[src/rtl/latdec_pkg.sv]
package latdec_pkg;
  typedef enum logic {POL_HIGH = 1'b0, POL_LOW = 1'b1} polarity_e;
endpackage

[src/rtl/code_hold.sv]
module code_hold #(
  parameter int W = 4
) (
  input  logic         clk,
  input  logic         rst,
  input  logic         load,
  input  logic [W-1:0] d,
  output logic [W-1:0] q
);
  always_ff @(posedge clk) begin
    if (rst)       q <= '0;
    else if (load) q <= d;
  end
endmodule

[src/rtl/onehot_decode.sv]
module onehot_decode #(
  parameter int W = 4,
  localparam int N = 1 << W
) (
  input  logic [W-1:0] code,
  input  logic         blank,
  output logic [N-1:0] hot
);
  for (genvar i = 0; i < N; i++) begin : g_line
    assign hot[i] = !blank && (code == W'(i));
  end
endmodule

[src/rtl/polarity_stage.sv]
module polarity_stage
  import latdec_pkg::*;
#(
  parameter int        N   = 16,
  parameter polarity_e POL = POL_HIGH
) (
  input  logic [N-1:0] a,
  output logic [N-1:0] y
);
  if (POL == POL_LOW) begin : g_low
    assign y = ~a;
  end else begin : g_high
    assign y = a;
  end
endmodule

[src/rtl/latched_decoder.sv]
module latched_decoder
  import latdec_pkg::*;
#(
  parameter int        CODE_W   = 4,
  parameter polarity_e POLARITY = POL_HIGH,
  localparam int       OUT_N    = 1 << CODE_W
) (
  input  logic              clk,
  input  logic              rst,
  input  logic              strobe,
  input  logic              inhibit,
  input  logic [CODE_W-1:0] code_in,
  output logic [OUT_N-1:0]  sel_out
);
  logic [CODE_W-1:0] held_code;
  logic [OUT_N-1:0]  hot_vec;

  code_hold #(.W(CODE_W)) u_hold (
    .clk (clk),
    .rst (rst),
    .load(strobe),
    .d   (code_in),
    .q   (held_code)
  );

  onehot_decode #(.W(CODE_W)) u_dec (
    .code (held_code),
    .blank(inhibit),
    .hot  (hot_vec)
  );

  polarity_stage #(.N(OUT_N), .POL(POLARITY)) u_pol (
    .a(hot_vec),
    .y(sel_out)
  );
endmodule

[config.mk]
export PLATFORM = sky130hd
export DESIGN_NAME = latched_decoder
export DESIGN_NICKNAME = d
export VERILOG_FILES = /design/src/rtl/latdec_pkg.sv /design/src/rtl/code_hold.sv /design/src/rtl/onehot_decode.sv /design/src/rtl/polarity_stage.sv /design/src/rtl/latched_decoder.sv
export SDC_FILE = /design/constraint.sdc
export NUM_CORES = 1
export LEC_CHECK = 0
export BUFFER_PORTS_ARGS = -buffer_cell sky130_fd_sc_hd__buf_4
export CELL_PAD_IN_SITES_DETAIL_PLACEMENT = 1
export CELL_PAD_IN_SITES_GLOBAL_PLACEMENT = 2
export CORE_MARGIN = 1
export CORE_UTILIZATION = 13
export DETAILED_ROUTE_END_ITERATION = 16
export PLACE_DENSITY_LB_ADDON = 0.1
export SYNTH_ARGS = -nofsm -noshare
export SYNTH_HDL_FRONTEND = slang
export SYNTH_SLANG_ARGS = --single-unit
[constraint.sdc]
create_clock -name clk -period 1.2 [get_ports clk]
set_clock_uncertainty 0.1 [all_clocks]
set_input_delay 0.24 -clock clk [delete_from_list [all_inputs] [get_ports clk]]
set_output_delay 0.24 -clock clk [all_outputs]
set_load 0.01 [all_outputs]
==> impl_metrics.env, run 1 <==
export IMPL_p_per_area_nw_per_um2=717
export IMPL_grt_pass1_vias=342
export IMPL_vias=362
export IMPL_p_leak_nw=0.274
export IMPL_die_area_um2=2110
export IMPL_regMostFlops="u_hold.q"
export IMPL_finalSetupViolCount=16
export IMPL_routed_wl_um=952
export IMPL_max_cap_violations=0
export IMPL_routedWlPerCell_um=10.3
export IMPL_slew_violations=0
export IMPL_critical_path_startpoint_type="flop"
export IMPL_largestRegisters="u_hold.q: 4 flops"
export IMPL_timing_rr_start="u_hold.q[0]$_SDFFE_PP0P_"
export IMPL_antenna_cells=0
export IMPL_post_route_cell_area_um2=612
export IMPL_min_period_over_period_pct=136
export IMPL_yosys_warnings=0
export IMPL_clockBufferDepth=2
export IMPL_reg2reg_to="u_hold.q[0]$_SDFFE_PP0P_"
export IMPL_grt_pass1_wl_um=1490
export IMPL_min_delay_start="rst"
export IMPL_clkTransAtPathRegs_ns=0.03
export IMPL_port_buffers=23
export IMPL_failed_checks="negative setup slack"
export IMPL_drive_gt1_share_pct=74.6
export IMPL_place_hpwl_um=762
export IMPL_gp_congestion=0.661
export IMPL_synth_compound_gate_area_share_pct=0
export IMPL_synth_avg_cell_area_um2=6.99
export IMPL_rsz0062_at_grt="yes"
export IMPL_pin_count=24
export IMPL_core_um2=1760
export IMPL_hold_class="primary input to flop"
export IMPL_final_min_clock_period_ns=1.64
export IMPL_worstPathRequired_ns=0.86
export IMPL_num_rows=15
export IMPL_holdPathEnd="u_hold.q[1]$_SDFFE_PP0P_"
export IMPL_crit_type="flop to output pin"
export IMPL_antenna_found_initial=0
export IMPL_synth_cells=36
export IMPL_cts_tree="yes"
export IMPL_grtUsageTotal_pct=10.0
export IMPL_die_width_um=46.0
export IMPL_pre_cts_slack_ns=-0.240
export IMPL_cts_buffers=3
export IMPL_synth_top_family_by_area="simple AND/OR/NAND/NOR gates"
export IMPL_synth_top_area_share_pct=31.8
export IMPL_min_path_cells=2
export IMPL_cts_sink_count=4
export IMPL_largest_reg_flops=4
export IMPL_grt_remaining_overflow=0
export IMPL_relSlewSlack_pct=84.8
export IMPL_hold_violations=0
export IMPL_ys_types=10
export IMPL_synth_area_mux_share_pct=15.9
export IMPL_die_h_um=46.0
export IMPL_worstMarginPinSlew_ns=0.227
export IMPL_placed_area_um2=519
export IMPL_synth_xor_area_share_pct=0
export IMPL_ant_nets=0
export IMPL_seq_area_frac_synth_pct=31.8
export IMPL_ir_drop_mv=0.295
export IMPL_area_delta_synth_final_pct=143
export IMPL_fmax_mhz=611
export IMPL_cts_htree_levels=1
export IMPL_synth_fa_ha_area_share_pct=0
export IMPL_fin_nets=77
export IMPL_outcome="finished with violations"
export IMPL_synthSimpleGateAreaFrac_pct=50.7
export IMPL_yosysTopAreaCell="dfxtp_1"
export IMPL_ys_ff_latch=4
export IMPL_reg2reg_slack_ns=0.25
export IMPL_synth_nets=44
export IMPL_cp_end_kind="output pin"
export IMPL_clk_latency_ns=0.23
export IMPL_drt_pass1_iterations=1
export IMPL_n_fill_cell=236
export IMPL_start_util_pct=14.3
export IMPL_drc=0
export IMPL_via_per_inst=3.93
export IMPL_synth_area_um2=251
export IMPL_cts_root_buf="clkbuf_4"
export IMPL_ff2ff_path_depth=4
export IMPL_cp_arrival_ns=1.30
export IMPL_setup_ws_ns=-0.437
export IMPL_crit_path_max_fanout=4
export IMPL_grt_max_degree=7
export IMPL_cts_hold_repair_buffers=0
export IMPL_synthTopCellsByArea="dfxtp_1, nor2_1, mux2i_1, nor3_1, or3b_1"
export IMPL_dr_first_iter_drc_count=0
==> repair_timing <==
item | in CTS | in global routing
resized for setup | 4 | 9
pin swaps | 9 | 3
cloned | 0 | 0
endpoints found under the setup margin | 16 | 16
buffers inserted | 3 | 0
endpoints found under the hold margin | 0 | 0
==> worst max-delay path by stage <==
stage	start	end	slack (ns)	cells after the start
2_1_floorplan	u_hold.q[1]$_SDFFE_PP0P_	sel_out[2]	-0.08	2
3_3_place_gp	inhibit	sel_out[2]	-0.23	4
3_5_place_dp	inhibit	sel_out[2]	-0.24	4
4_1_cts	u_hold.q[1]$_SDFFE_PP0P_	sel_out[2]	-0.47	3
5_1_grt	u_hold.q[1]$_SDFFE_PP0P_	sel_out[2]	-0.50	3
6_report	u_hold.q[1]$_SDFFE_PP0P_	sel_out[2]	-0.44	3
==> cell type report <==
class | count | area [µm²] | area share [%]
timing repair buffer | 29 | 233 | 38.0
clock buffer | 3 | 22.5 | 3.68
tap | 25 | 31.3 | 5.11
sequential | 4 | 83.8 | 13.7
multi-input combinational | 31 | 241 | 39.5
==> power breakdown <==
part	switching, mW	leakage, nW	internal (mW)
clock network	0.0476	0.0138	0.111
registers	0.0111	0.0341	0.143
logic	0.0558	0.226	0.0698
==> cells in the final DEF, fill, tap and decap left out <==
cell type and count:
dfxtp_2 3, nand2_2 1, buf_4 25, clkbuf_4 3, nor3_2 1, nor2_2 5, nand3b_1 1, buf_6 4
nand2b_1 1, or3_4 1, nand2b_2 1, nor2_1 10, nor2_4 1, mux2i_1 4, nor3_4 3, or3b_4 2
dfxtp_1 1
==> critical path: stages (launching register included) <==
cell	delay, ns
dfxtp_2	0.33
or3b_4	0.43
nor3_4	0.18
buf_6	0.12
==> cells in the mapped netlist (all sizes together) <==
master	count
or3	1
nand2	1
or3b	2
mux2i	4
nand2b	2
nand3b	1
nor3	4
clkbuf	1
dfxtp	4
nor2	16
==> routing by layer <==
| metal | track usage (%) | up-vias | share of wire (%) |
|---|---|---|---|
| li1 | - | 184 | - |
| met1 | 13.0 | 162 | 41 |
| met2 | 16.1 | 16 | 52 |
| met3 | 1.19 | 0 | 7.2 |
| met4 | 5.29 | 0 | 0 |
| met5 | 0 | - | 0 |
==> through the flow <==
step,power [mW],instances,hold slack (ns),TNS (ns),utilization (%)
2_1_floorplan,0.204,36,0.205,-0.706,-
3_3_place_gp,0.257,86,0.327,-2.33,29.4
3_5_place_dp,0.258,86,0.332,-2.37,29.4
4_1_cts,0.440,92,0.0904,-5.71,32.8
5_1_grt,0.467,92,0.0987,-6.23,34.7
6_report,0.439,92,0.0964,-5.40,34.7
==> kinds of logic (layout without fill, tap and decap cells) <==
group,Yosys count,in the layout
AND/OR/NAND/NOR,27,27
multiplexers,4,4
buffers and inverters,1,32
flip-flops,4,4
Power figures use the tool's default switching activity.
==> inputs of run 2 (changes only) <==
--- a/config.mk
+++ b/config.mk
@@ -8,7 +8,7 @@
 export BUFFER_PORTS_ARGS = -buffer_cell sky130_fd_sc_hd__buf_4
 export CELL_PAD_IN_SITES_DETAIL_PLACEMENT = 1
 export CELL_PAD_IN_SITES_GLOBAL_PLACEMENT = 2
-export CORE_MARGIN = 1
+export CORE_MARGIN = 5
 export CORE_UTILIZATION = 13
 export DETAILED_ROUTE_END_ITERATION = 16
 export PLACE_DENSITY_LB_ADDON = 0.1
==> impl_metrics.env, run 2 (same netlist as run 1, synthesis figures left out) <==
export IMPL_largestRegisters="u_hold.q: 4 flops"
export IMPL_outcome="finished with violations"
export IMPL_clockBufferDepth=2
export IMPL_num_rows=16
export IMPL_n_fill_cell=237
export IMPL_drt_pass1_iterations=2
export IMPL_crit_buf_inv=1
export IMPL_port_buffers=23
export IMPL_reg2reg_to="u_hold.q[2]$_SDFFE_PP0P_"
export IMPL_tns_ns=-5.10
export IMPL_dr_first_iter_drc_count=1
export IMPL_critical_path_startpoint_type="flop"
export IMPL_place_hpwl_um=840
export IMPL_pin_count=24
export IMPL_max_cap_violations=0
export IMPL_drive_gt1_share_pct=79.1
export IMPL_min_period_over_period_pct=135
export IMPL_crit_family="simple AND/OR/NAND/NOR gates"
export IMPL_clkTransAtPathRegs_ns=0.04
export IMPL_vias=362
export IMPL_critical_path_slowest_cell="or3b_4"
export IMPL_grt_remaining_overflow=0
export IMPL_slew_violations=0
export IMPL_ff_latch_area_um2=87.6
export IMPL_multi_input_area_um2=256
export IMPL_ff2ff_path_depth=3
export IMPL_die_area_um2=2910
export IMPL_antenna_cells=0
export IMPL_cts_sink_count=4
export IMPL_hold_class="primary input to flop"
export IMPL_finalSetupViolCount=16
export IMPL_drc=0
export IMPL_cts_hold_repair_buffers=0
export IMPL_ant_nets=0
export IMPL_die_width_um=54.0
export IMPL_grt_pass1_vias=356
export IMPL_rsz0062_at_grt="yes"
export IMPL_fmax_mhz=619
export IMPL_setup_ws_ns=-0.416
export IMPL_fin_nets=77
export IMPL_min_delay_start="rst"
export IMPL_final_min_clock_period_ns=1.62
export IMPL_reg2reg_slack_ns=0.33
export IMPL_routedWlPerCell_um=10.6
export IMPL_crit_chain="or3b_4 > nor3_4 > buf_6"
export IMPL_final_common_cell="buf_4"
export IMPL_cts_root_buf="clkbuf_4"
export IMPL_worstPathRequired_ns=0.86
export IMPL_cp_end_kind="output pin"
export IMPL_antenna_found_initial=0
export IMPL_hold_violations=0
export IMPL_p_leak_nw=0.278
export IMPL_via_per_inst=3.85
export IMPL_failed_checks="negative setup slack"
export IMPL_largest_reg_flops=4
export IMPL_grt_max_degree=7
export IMPL_cts_htree_levels=1
export IMPL_relSlewSlack_pct=85.7
export IMPL_ir_drop_mv=0.509
export IMPL_p_per_area_nw_per_um2=704
export IMPL_grtUsageTotal_pct=7.80
export IMPL_die_h_um=54.0
export IMPL_crit_type="flop to output pin"
export IMPL_gp_congestion=0.623
export IMPL_cts_buffers=3
export IMPL_holdPathEnd="u_hold.q[1]$_SDFFE_PP0P_"
export IMPL_routed_wl_um=1000
export IMPL_timing_rr_start="u_hold.q[2]$_SDFFE_PP0P_"
export IMPL_worstMarginPinSlew_ns=0.214
export IMPL_grt_pass1_wl_um=1570
export IMPL_start_util_pct=13.2
export IMPL_crit_path_max_fanout=5
export IMPL_slowest_delay_ns=0.42
export IMPL_min_path_cells=2
export IMPL_core_um2=1900
export IMPL_cts_tree="yes"
export IMPL_finalPower_mw=0.446
export IMPL_final_cell_mix="buf_4, nor2_1, nor2_2, mux2i_1, buf_6"
export IMPL_clk_latency_ns=0.23
export IMPL_area_delta_synth_final_pct=152
export IMPL_regMostFlops="u_hold.q"
export IMPL_cp_arrival_ns=1.28
run 2: layer usage:
| metal | global-route usage, % | routed length (µm) | vias up |
|---|---|---|---|
| li1 | - | - | 183 |
| met1 | 8.35 | 384 | 162 |
| met2 | 12.1 | 481 | 17 |
| met3 | 3.88 | 134 | 0 |
| met4 | 4.98 | 0 | 0 |
| met5 | 0 | 0 | - |
run 2: layout make-up:
type                            count  share of cell area, %
Multi-Input combinational cell     31                   40.5
Timing Repair Buffer               29                   36.8
Sequential cell                     4                   13.8
Tap cell                           27                   5.34
Clock buffer                        3                   3.56
run 2: what timing repair did:
item,in CTS,in global routing
buffers inserted,0,0
gates resized for setup,9,9
cloned,0,0
endpoints found under the setup margin,16,16
pin swaps,10,2
run 2: how the worst max path moves through the flow:
stage / start / endpoint / depth (start not counted)
floorplan: u_hold.q[1]$_SDFFE_PP0P_ / sel_out[2] / 2
global placement: inhibit / sel_out[1] / 4
detailed placement: inhibit / sel_out[2] / 4
CTS: u_hold.q[1]$_SDFFE_PP0P_ / sel_out[2] / 3
global route: u_hold.q[1]$_SDFFE_PP0P_ / sel_out[2] / 3
finish: u_hold.q[1]$_SDFFE_PP0P_ / sel_out[2] / 3
run 2: worst register-to-register path: cells and delay by family, from the launching register on:
family | cells | cell delay, ns
and+or+nand+nor | 1 | 0.05
buffers and inverters | 1 | 0.14
DFF | 1 | 0.35
muxes | 1 | 0.13
run 2: per-stage QoR:
step / utilization [%] / std cells / setup slack, ns / cell area, µm² / hold slack, ns
4_1_cts: 31.4 / 94 / -0.426 / 597 / 0.0801
6_report: 33.3 / 94 / -0.416 / 633 / 0.0866
2_1_floorplan: - / 36 / -0.0804 / 297 / 0.205
3_3_place_gp: 28.6 / 91 / -0.218 / 544 / 0.333
3_5_place_dp: 28.6 / 91 / -0.224 / 544 / 0.330
5_1_grt: 33.3 / 94 / -0.461 / 633 / 0.0792
run 2: power by group:
part / switching [mW] / internal, mW / leakage, nW
registers: 0.0124 / 0.142 / 0.0347
logic: 0.0557 / 0.0723 / 0.230
clock network: 0.0516 / 0.112 / 0.0138
